$ cat config.mk
export PLATFORM = sky130hd
export DESIGN_NAME = sigcos_top
export DESIGN_NICKNAME = d
export VERILOG_FILES = /design/src/rtl/sigcos_pkg.sv /design/src/rtl/sigcos_stage.sv /design/src/rtl/sigcos_chan.sv /design/src/rtl/sigcos_status.sv /design/src/rtl/sigcos_top.sv
export SDC_FILE = /design/constraint.sdc
export NUM_CORES = 1
export LEC_CHECK = 0
export CAP_MARGIN = 20
export CORE_AREA = 5 5 200 202
export CTS_CLUSTER_DIAMETER = 80
export DETAILED_ROUTE_END_ITERATION = 8
export DIE_AREA = 0 0 205 207
export PLACE_DENSITY = 0.81
export SKIP_LAST_GASP = 1
export SYNTH_ARGS = -nofsm -noshare
export SYNTH_HDL_FRONTEND = slang
export SYNTH_HIERARCHICAL = 1
export SYNTH_SLANG_ARGS = --single-unit
$ cat constraint.sdc
create_clock -name clk -period 5.9 [get_ports clk]
set_clock_uncertainty 0.1 [all_clocks]
set_input_delay 1.475 -clock clk [delete_from_list [all_inputs] [get_ports clk]]
set_output_delay 1.475 -clock clk [all_outputs]
set_load 0.02 [all_outputs]
$ cat src/rtl/sigcos_pkg.sv
package sigcos_pkg;
  typedef enum logic {MODE_T1 = 1'b0, MODE_E1 = 1'b1} frame_mode_e;

  localparam int DEF_NCH_E1  = 30;
  localparam int DEF_NCH_T1  = 24;
  localparam int DEF_NIB_W   = 4;
  localparam int DEF_INTEG_N = 3;

  function automatic int active_chans(frame_mode_e m, int t1_n, int e1_n);
    return (m == MODE_E1) ? e1_n : t1_n;
  endfunction
endpackage

$ cat src/rtl/sigcos_stage.sv
module sigcos_stage #(
  parameter int NCH   = 30,
  parameter int NIB_W = 4,
  parameter int CH_W  = 5
) (
  input  logic                       clk,
  input  logic                       rst_n,
  input  logic                       s_valid,
  input  logic [CH_W-1:0]            s_chan,
  input  logic [NIB_W-1:0]           s_nib,
  input  logic [CH_W:0]              nch_act,
  output logic [NCH-1:0][NIB_W-1:0]  pend
);
  logic [NCH-1:0][NIB_W-1:0] pend_q;
  logic                      wr_ok;

  assign wr_ok = s_valid && ({1'b0, s_chan} < nch_act);
  assign pend  = pend_q;

  for (genvar g = 0; g < NCH; g++) begin : g_ent
    always_ff @(posedge clk) begin
      if (!rst_n)
        pend_q[g] <= '0;
      else if (wr_ok && (s_chan == CH_W'(g)))
        pend_q[g] <= s_nib;
    end

    // an accepted in-range sample lands in its staging entry
    a_r1_stage_write: assert property (@(posedge clk) disable iff (!rst_n)
      (wr_ok && s_chan == CH_W'(g)) |=> (pend_q[g] == $past(s_nib)));
  end

  // without an accepted in-range sample, staging holds
  a_r1_drop_holds: assert property (@(posedge clk) disable iff (!rst_n)
    !wr_ok |=> $stable(pend_q));
endmodule

$ cat src/rtl/sigcos_chan.sv
module sigcos_chan #(
  parameter int NIB_W   = 4,
  parameter int INTEG_N = 3
) (
  input  logic             clk,
  input  logic             rst_n,
  input  logic             active,
  input  logic             commit,
  input  logic             primed,
  input  logic             integ_en,
  input  logic [NIB_W-1:0] new_nib,
  input  logic             clr,
  output logic [NIB_W-1:0] bank_nib,
  output logic             chg_flag,
  output logic             set_pulse
);
  localparam int CNT_W = $clog2(INTEG_N + 1);
  localparam logic [CNT_W-1:0] CNT_TOP = CNT_W'(INTEG_N);

  logic [NIB_W-1:0] bank_q, ref_q, cand_q;
  logic [CNT_W-1:0] cnt_q, cnt_nx;
  logic             chg_q, take, detect;

  always_comb begin
    if (new_nib == cand_q)
      cnt_nx = (cnt_q == CNT_TOP) ? cnt_q : cnt_q + 1'b1;
    else
      cnt_nx = CNT_W'(1);
    if (integ_en)
      detect = (cnt_nx == CNT_TOP) && (new_nib != ref_q);
    else
      detect = (new_nib != ref_q);
  end

  assign take      = commit && active;
  assign set_pulse = take && primed && detect;

  always_ff @(posedge clk) begin
    if (!rst_n) begin
      bank_q <= '0;
      ref_q  <= '0;
      cand_q <= '0;
      cnt_q  <= '0;
      chg_q  <= 1'b0;
    end else begin
      if (take) begin
        bank_q <= new_nib;
        cand_q <= new_nib;
        cnt_q  <= cnt_nx;
        if (!primed || detect) ref_q <= new_nib;
      end
      chg_q <= set_pulse || (chg_q && !clr);
    end
  end

  assign bank_nib = bank_q;
  assign chg_flag = chg_q;

  // bank moves only on a boundary of an active channel
  a_r2_bank_on_mf: assert property (@(posedge clk) disable iff (!rst_n)
    !(commit && active) |=> $stable(bank_q));
  // flag rises only from a boundary
  a_r5_rise_at_mf: assert property (@(posedge clk) disable iff (!rst_n)
    $rose(chg_q) |-> $past(commit && active && primed));
  // clear without a boundary drops the flag
  a_r6_clear: assert property (@(posedge clk) disable iff (!rst_n)
    (clr && !commit) |=> !chg_q);
  // too few stable boundaries cannot raise the flag
  a_r9_integ_hold: assert property (@(posedge clk) disable iff (!rst_n)
    (integ_en && commit && (cnt_q < CNT_TOP - 1'b1) && !chg_q && !clr) |=> !chg_q);
endmodule

$ cat src/rtl/sigcos_status.sv
module sigcos_status (
  input  logic clk,
  input  logic rst_n,
  input  logic mf_strobe,
  input  logic any_en_set,
  input  logic clr_mf,
  input  logic clr_cos,
  output logic mf_q,
  output logic cos_q
);
  always_ff @(posedge clk) begin
    if (!rst_n) begin
      mf_q  <= 1'b0;
      cos_q <= 1'b0;
    end else begin
      mf_q  <= mf_strobe  || (mf_q  && !clr_mf);
      cos_q <= any_en_set || (cos_q && !clr_cos);
    end
  end

  // boundary wins over clear
  a_r3_mf_set: assert property (@(posedge clk) disable iff (!rst_n)
    mf_strobe |=> mf_q);
  a_r3_mf_clear: assert property (@(posedge clk) disable iff (!rst_n)
    (clr_mf && !mf_strobe) |=> !mf_q);
  // summary rises only from a boundary
  a_r7_cos_origin: assert property (@(posedge clk) disable iff (!rst_n)
    $rose(cos_q) |-> $past(mf_strobe));
endmodule

$ cat src/rtl/sigcos_top.sv
module sigcos_top
  import sigcos_pkg::*;
#(
  parameter int NCH_E1  = DEF_NCH_E1,
  parameter int NCH_T1  = DEF_NCH_T1,
  parameter int NIB_W   = DEF_NIB_W,
  parameter int INTEG_N = DEF_INTEG_N,
  localparam int CH_W   = $clog2(NCH_E1)
) (
  input  logic              clk,
  input  logic              rst_n,
  input  logic              e1_mode,
  input  logic              integ_en,
  input  logic              s_valid,
  output logic              s_ready,
  input  logic [CH_W-1:0]   s_chan,
  input  logic [NIB_W-1:0]  s_nib,
  input  logic              mf_strobe,
  input  logic [NCH_E1-1:0] chan_en,
  input  logic              irq_en,
  input  logic [NCH_E1-1:0] clr_chg,
  input  logic              clr_mf,
  input  logic              clr_cos,
  input  logic [CH_W-1:0]   rd_chan,
  output logic [NIB_W-1:0]  rd_nib,
  output logic [NCH_E1-1:0] chg_flags,
  output logic              mf_status,
  output logic              cos_status,
  output logic              irq
);
  logic [CH_W:0]                 nch_act;
  logic [NCH_E1-1:0][NIB_W-1:0]  pend, bank;
  logic [NCH_E1-1:0]             set_vec;
  logic                          primed_q;

  assign nch_act = (CH_W+1)'(active_chans(frame_mode_e'(e1_mode), NCH_T1, NCH_E1));
  assign s_ready = 1'b1;

  always_ff @(posedge clk) begin
    if (!rst_n) primed_q <= 1'b0;
    else        primed_q <= primed_q || mf_strobe;
  end

  sigcos_stage #(.NCH(NCH_E1), .NIB_W(NIB_W), .CH_W(CH_W)) stage_i (
    .clk(clk), .rst_n(rst_n), .s_valid(s_valid), .s_chan(s_chan),
    .s_nib(s_nib), .nch_act(nch_act), .pend(pend));

  for (genvar g = 0; g < NCH_E1; g++) begin : g_ch
    sigcos_chan #(.NIB_W(NIB_W), .INTEG_N(INTEG_N)) chan_i (
      .clk(clk), .rst_n(rst_n),
      .active((CH_W+1)'(g) < nch_act),
      .commit(mf_strobe), .primed(primed_q), .integ_en(integ_en),
      .new_nib(pend[g]), .clr(clr_chg[g]),
      .bank_nib(bank[g]), .chg_flag(chg_flags[g]), .set_pulse(set_vec[g]));
  end

  sigcos_status status_i (
    .clk(clk), .rst_n(rst_n), .mf_strobe(mf_strobe),
    .any_en_set(|(set_vec & chan_en)), .clr_mf(clr_mf), .clr_cos(clr_cos),
    .mf_q(mf_status), .cos_q(cos_status));

  assign irq    = cos_status && irq_en;
  assign rd_nib = ({1'b0, rd_chan} < (CH_W+1)'(NCH_E1)) ? bank[rd_chan] : '0;

  // the first boundary after reset sets no change flag
  a_r4_first_quiet: assert property (@(posedge clk) disable iff (!rst_n)
    (mf_strobe && !primed_q) |=> (chg_flags == ($past(chg_flags) & ~$past(clr_chg))));
  // channels beyond the T1 range never flag while in T1 mode
  a_r10_t1_range: assert property (@(posedge clk) disable iff (!rst_n)
    (!e1_mode && (chg_flags[NCH_E1-1:NCH_T1] == '0)) |=> (chg_flags[NCH_E1-1:NCH_T1] == '0));
endmodule

==> results of run 1 <==
## worst max path at each step
stage / startpoint / end / slack [ns] / cells after the start
floorplan: rd_chan[0] / rd_nib[2] / 1.63 / 5
global placement: rd_chan[0] / rd_nib[2] / 0.39 / 7
detailed placement: rd_chan[0] / rd_nib[2] / 0.40 / 7
CTS: rd_chan[0] / rd_nib[2] / 0.36 / 7
global route: rd_chan[0] / rd_nib[2] / 0.30 / 7
finish: rd_chan[0] / rd_nib[2] / 0.32 / 7
## where the power goes
part | internal (W) | leakage (nW) | switching, W | total, W
sequential | 0.00309 | 3.66 | 0.0000386 | 0.00313
clock | 0.00185 | 0.807 | 0.00124 | 0.00309
combinational | 0.000195 | 6.82 | 0.000333 | 0.000528
## cells by family (layout without fill, tap and decap cells)
| logic type | Yosys count | count (layout) | synth area share [%] |
|---|---|---|---|
| simple gates | 997 | 997 | 20.9 |
| flops | 453 | 453 | 39.1 |
| compound gates | 414 | 414 | 15.6 |
| mux | 289 | 289 | 13.2 |
| xor+xnor | 240 | 240 | 9.07 |
| buf+inv | 113 | 236 | 1.96 |
| fa+ha+maj | 4 | 4 | 0.216 |
| other cells | 2 | 56 | 0.0324 |
## flip-flops by register name, summed over array words and instances (netlist names)
name and count:
g_ch.chan_i/ref_q 120, primed_q 1, g_ch.chan_i/chg_flag 30, status_i/mf_q 1
stage_i/pend 120, g_ch.chan_i/cand_q 120, status_i/cos_q 1, g_ch.chan_i/cnt_q 60
## layer usage
| layer | global-route usage (%) | vias to the layer above | wire, µm |
|---|---|---|---|
| li1 | - | 8864 | - |
| met1 | 36.8 | 8948 | 25900 |
| met2 | 46.7 | 581 | 29100 |
| met3 | 5.40 | 130 | 4440 |
| met4 | 9.68 | 4 | 2010 |
| met5 | 0 | - | 27 |
## cell usage after synthesis (5+ instances only)
library cell and n:
mux4_1 5, xor2_1 240, nor4_4 30, nor3b_1 33, a21boi_0 120, clkbuf_1 94, nor2b_1 38, a21oi_1 61
mux2i_1 276, dfxtp_1 453, a31oi_4 30, nand4_1 8, nor4_1 30, a22oi_1 22, buf_2 6, nand3_1 6
a21o_1 31, o21a_1 33, nor2_1 68, a211oi_2 31, nand2_1 700, inv_1 7, nand2_2 30, a2111oi_4 5
o211ai_1 32, mux4_2 6, o21ai_0 30, and2_1 34
## area by class of cell
type	count	area, µm²	area share [%]
antenna	2	5.00	0.0188
multi-input combinational	1998	13800	52.0
clock inverter	19	225	0.846
clock buffer	68	1390	5.21
timing repair buffer	142	1410	5.28
tap	518	648	2.43
sequential	453	9070	34.1
inverter	7	26.3	0.0987
## stage by stage
step	utilization, %	power, W	hold slack, ns	cell area, µm²	instances
3_5_place_dp	65.6	0.00371	0.360	25000	3117
5_1_grt	69.8	0.00697	0.384	26600	3205
4_1_cts	69.8	0.00679	0.369	26600	3204
6_report	69.9	0.00675	0.364	26600	3207
3_3_place_gp	65.6	0.00369	0.353	25000	3117
2_1_floorplan	-	0.00352	0.346	23400	2564
## worst register-to-register path, cell delays in order (launching register included)
cell,delay (ns)
dfxtp_4,0.79
buf_4,0.56
nand2_1,0.15
a211oi_2,0.64
a22oi_1,0.16
nand4_1,0.25
nor2_1,0.17
nand4_1,0.12
o21a_1,0.13
==> out/summary.txt, run 1 <==
IO buf count: 119
Fraction of layout cells with a size suffix above 1: 9.42%
CTS Root Buffer Type: clkbuf_16
TritonCTS buffer count: 48
Crit-path max cell delay: 0.60 ns
Worst path cell trace: clkdlybuf4s50_1, buf_12, mux4_2, nor4b_1, a311oi_2, nand3_1, clkdlybuf4s50_1
Core area: 0.0381 mm²
Post-synth EDFFs: 0
Worst hold path class: reg -> reg
Post-synth top area cell: dfxtp_1
Synthesized instance count: 2512
Clk_lat worst skew: 0.57 ns
R2R Path Start: primed_q
Max VDD drop: 0.278 mV
Hold endpoint: g_ch[12].chan_i/ref_q[0]
Synth Warn #: 6
Leak pwr: 11.3 nW
CTS tree: done
Reg2reg end: status_i/cos_q
Post-Syn Area: 0.0232 mm²
Die ar.: 0.0424 mm²
Avg Inst Size Synth: 9.23 µm²
Max-slew headroom: 17.5%
Clock Sinks: 453
Synth unique cells: 57
Slew @ Worst Pin: 1.23 ns
Initial antenna violation count: 3
Run status: finished clean
H-tree lvl count: 2
Final period util: 94.5%
Die width: 205 µm
Placer Congestion: 0.884
WL per Instance: 19.1 µm
Most used DFF post-synth: dfxtp_1
Crit Path Category: in -> out
Sequential area share after synthesis: 39.1%
Worst Path Buf+Inv: 3
Top cells by area, synth: dfxtp_1 39%, mux2i_1 12%, nand2_1 11%
Startpoint types: input port
Fin crit period: 5.58 ns
P&R area growth vs syn: 14.9%
First-pass GRT wire length: 97700 µm
Largest net degree at the start of global routing: 246
PwrDens: 254 mW/mm²
Max-cap violations: 0
Final WL: 61400 µm
Total grt overflow: 0
Initial Utilization: 60.8%
Starting DRT DRC Count: 1544
Deepest clock path buffer count: 3
Routed Antenna Nets: 0
Setup bufs post-CTS: 0
Worst-path clk slew: 0.06 ns
Top-level I/O count: 121
Most frequent cells in the layout: 700 x nand2_1, 452 x dfxtp_1, 276 x mux2i_1
Critical Path Sink Type: output port
Synth Register Bits: 453
Dpl ws: 0.401 ns
CP Max Fanout: 27
Family with the most delay on the worst path: buffers and inverters
Final setup vio count: 0
Yosys top cell area share: 39.1%
Unrepaired setup endpoints after global routing: false
Setup TNS: 0 ns
Hold Path Origin: g_ch[12].chan_i/ref_q[0]
Crit-path slowest cell: clkdlybuf4s50_1
Drt first pass iters: 7
Top achievable clock speed: 0.179 GHz
DRC violations left: 0
Die height: 207 µm
FFs w/ async S/R, synth: 0%
Arrival @ worst endpoint: 4.00 ns
Required time of the critical path: 4.32 ns
Final Slew Violations: 0
Vias in the first global route: 18400
Worst R2R Path Depth: 8
Drt via density: 5.78
Final Hold Violating Endpoints: 0
Final WS setup: 0.324 ns
Hold Path Cell Cnt: 2
Post_cts resized: 0
CTS Hold Buffers Added: 0
# fillers: 2816
DP HPWL: 42600 µm
Via count: 18500
Gr usage total: 28.1%
Most common cell after layout, fill and taps aside: nand2_1
Num rows: 72
R2R Setup Slk: 2.79 ns
Fin nets: 2737
Crit-path most repeated cell: clkdlybuf4s50_1
Power figures use the tool's default switching activity.
==> inputs of run 2 (changes only) <==
- CORE_AREA: 5 5 200 202 -> 2 2 197 199
- DIE_AREA: 0 0 205 207 -> 0 0 199 201
- PLACE_DENSITY: 0.81 -> 0.9
==> run 2 against run 1 <==
Critical path depth unchanged. Sequential share of layout area down 0.10 points. Non-clock buffer count up 2. Via count up 1.9%. Setup slack worse by 0.0034 ns. First-iteration DRC count up 2.0%. Register-to-register slack better by 0.20 ns. Total power up 2.3%. Critical path type unchanged.
==> out/summary.txt, run 2 (same netlist as run 1, synthesis figures left out) <==
Run status: finished clean
# fillers: 2661
CTS Hold Buffers Added: 0
Gr usage total: 30.7%
Max-slew headroom: 18.5%
Logic pwr share: 7.7%
Sw power: 0.00160 W
Min Hold Slack: 0.370 ns
Startpoint types: input port
IO buf count: 119
Clk_lat worst skew: 0.58 ns
WL per Instance: 19.2 µm
Most frequent cells in the layout: 700 x nand2_1, 452 x dfxtp_1, 276 x mux2i_1
DP Area: 0.0250 mm²
Internal power: 0.00531 W
CTS Root Buffer Type: clkbuf_16
Setup TNS: 0 ns
Max-cap violations: 0
Final Hold Violating Endpoints: 0
Worst-path clk slew: 0.06 ns
Post_cts resized: 0
Fin crit period: 5.58 ns
Via count: 18900
Largest net degree at the start of global routing: 242
Required time of the critical path: 4.32 ns
DRC violations left: 0
Unrepaired setup endpoints after global routing: false
Placer Congestion: 0.914
Cell area after layout: 0.0267 mm²
Max VDD drop: 0.261 mV
Deepest clock path buffer count: 3
Clock Sinks: 453
Final period util: 94.6%
H-tree lvl count: 2
First-pass GRT wire length: 98000 µm
Initial Utilization: 60.8%
Worst hold path class: reg -> reg
P&R area growth vs syn: 15.2%
Clock power frac: 47.1%
Final WL: 61600 µm
Total grt overflow: 0
Critical Path Sink Type: output port
CTS tree: done
Top-level I/O count: 121
Final WS setup: 0.321 ns
Die height: 201 µm
Fraction of layout cells with a size suffix above 1: 9.32%
Core area: 0.0381 mm²
Register Area: 0.00907 mm²
Crit Path Category: in -> out
Core Util, Final: 70.1%
DP HPWL: 41800 µm
Top achievable clock speed: 0.179 GHz
Most common cell after layout, fill and taps aside: nand2_1
Arrival @ worst endpoint: 4.00 ns
Setup bufs post-CTS: 0
Drt via density: 5.90
Vias in the first global route: 18800
Fin nets: 2737
Area of the multi-input gates: 0.0138 mm²
TritonCTS buffer count: 46
Final Slew Violations: 0
Slew @ Worst Pin: 1.22 ns
Die ar.: 0.0400 mm²
Drt first pass iters: 6
Starting DRT DRC Count: 1575
Initial antenna violation count: 3
PwrDens: 259 mW/mm²
Dpl ws: 0.388 ns
Routed Antenna Nets: 0
CP Max Fanout: 12
Die width: 199 µm
Final setup vio count: 0
Leak pwr: 11.3 nW
Sequential share of power: 45.2%
Num rows: 72
Sw frac: 23.1%
## run 2: worst paths after layout
kind / from / end / slack, ns / depth (start not counted)
worst max-delay path: rd_chan[0] / rd_nib[2] / 0.32 / 7
worst min-delay path: g_ch[6].chan_i/ref_q[2] / g_ch[6].chan_i/ref_q[2] / 0.37 / 2
worst max register to register: primed_q / status_i/cos_q / 2.99 / 8
worst min register to register: g_ch[6].chan_i/ref_q[2] / g_ch[6].chan_i/ref_q[2] / 0.37 / 2
## run 2: per-layer routing
layer	global-route usage (%)	share of wire [%]	routed length [µm]
met5	0	0.068	42
met4	15.0	4.6	2860
met3	5.31	6.6	4090
met2	51.7	48	29500
met1	38.0	41	25100
## run 2: cell type report
type / instances / share of cell area [%]
Antenna cell: 1 / 0.00937
Clock buffer: 68 / 5.24
Clock inverter: 13 / 1.10
Inverter: 7 / 0.0984
Multi-Input combinational cell: 1998 / 51.9
Sequential cell: 453 / 34.0
Tap cell: 518 / 2.43
Timing Repair Buffer: 144 / 5.28
## run 2: power by group through the flow
| stage | logic [W] | registers, W | clock network [W] |
|---|---|---|---|
| 2_1_floorplan | 0.000322 | 0.00319 | 0 |
| 3_3_place_gp | 0.000500 | 0.00319 | 0 |
| 3_5_place_dp | 0.000517 | 0.00319 | 0 |
| 4_1_cts | 0.000523 | 0.00313 | 0.00327 |
| 5_1_grt | 0.000566 | 0.00313 | 0.00337 |
| 6_report | 0.000532 | 0.00313 | 0.00325 |
## run 2: per-stage QoR
step                total power [W]  instances
finish                      0.00691       3202
CTS                         0.00692       3200
global route                0.00707       3201
global placement            0.00369       3119
floorplan                   0.00352       2564
detailed placement          0.00371       3119
## run 2: worst max-delay path: stages
cell	delay (ns)
clkdlybuf4s50_1	0.46
buf_4	0.26
mux4_2	0.54
nor4b_1	0.16
a311oi_2	0.27
nand3_1	0.23
clkdlybuf4s50_1	0.60
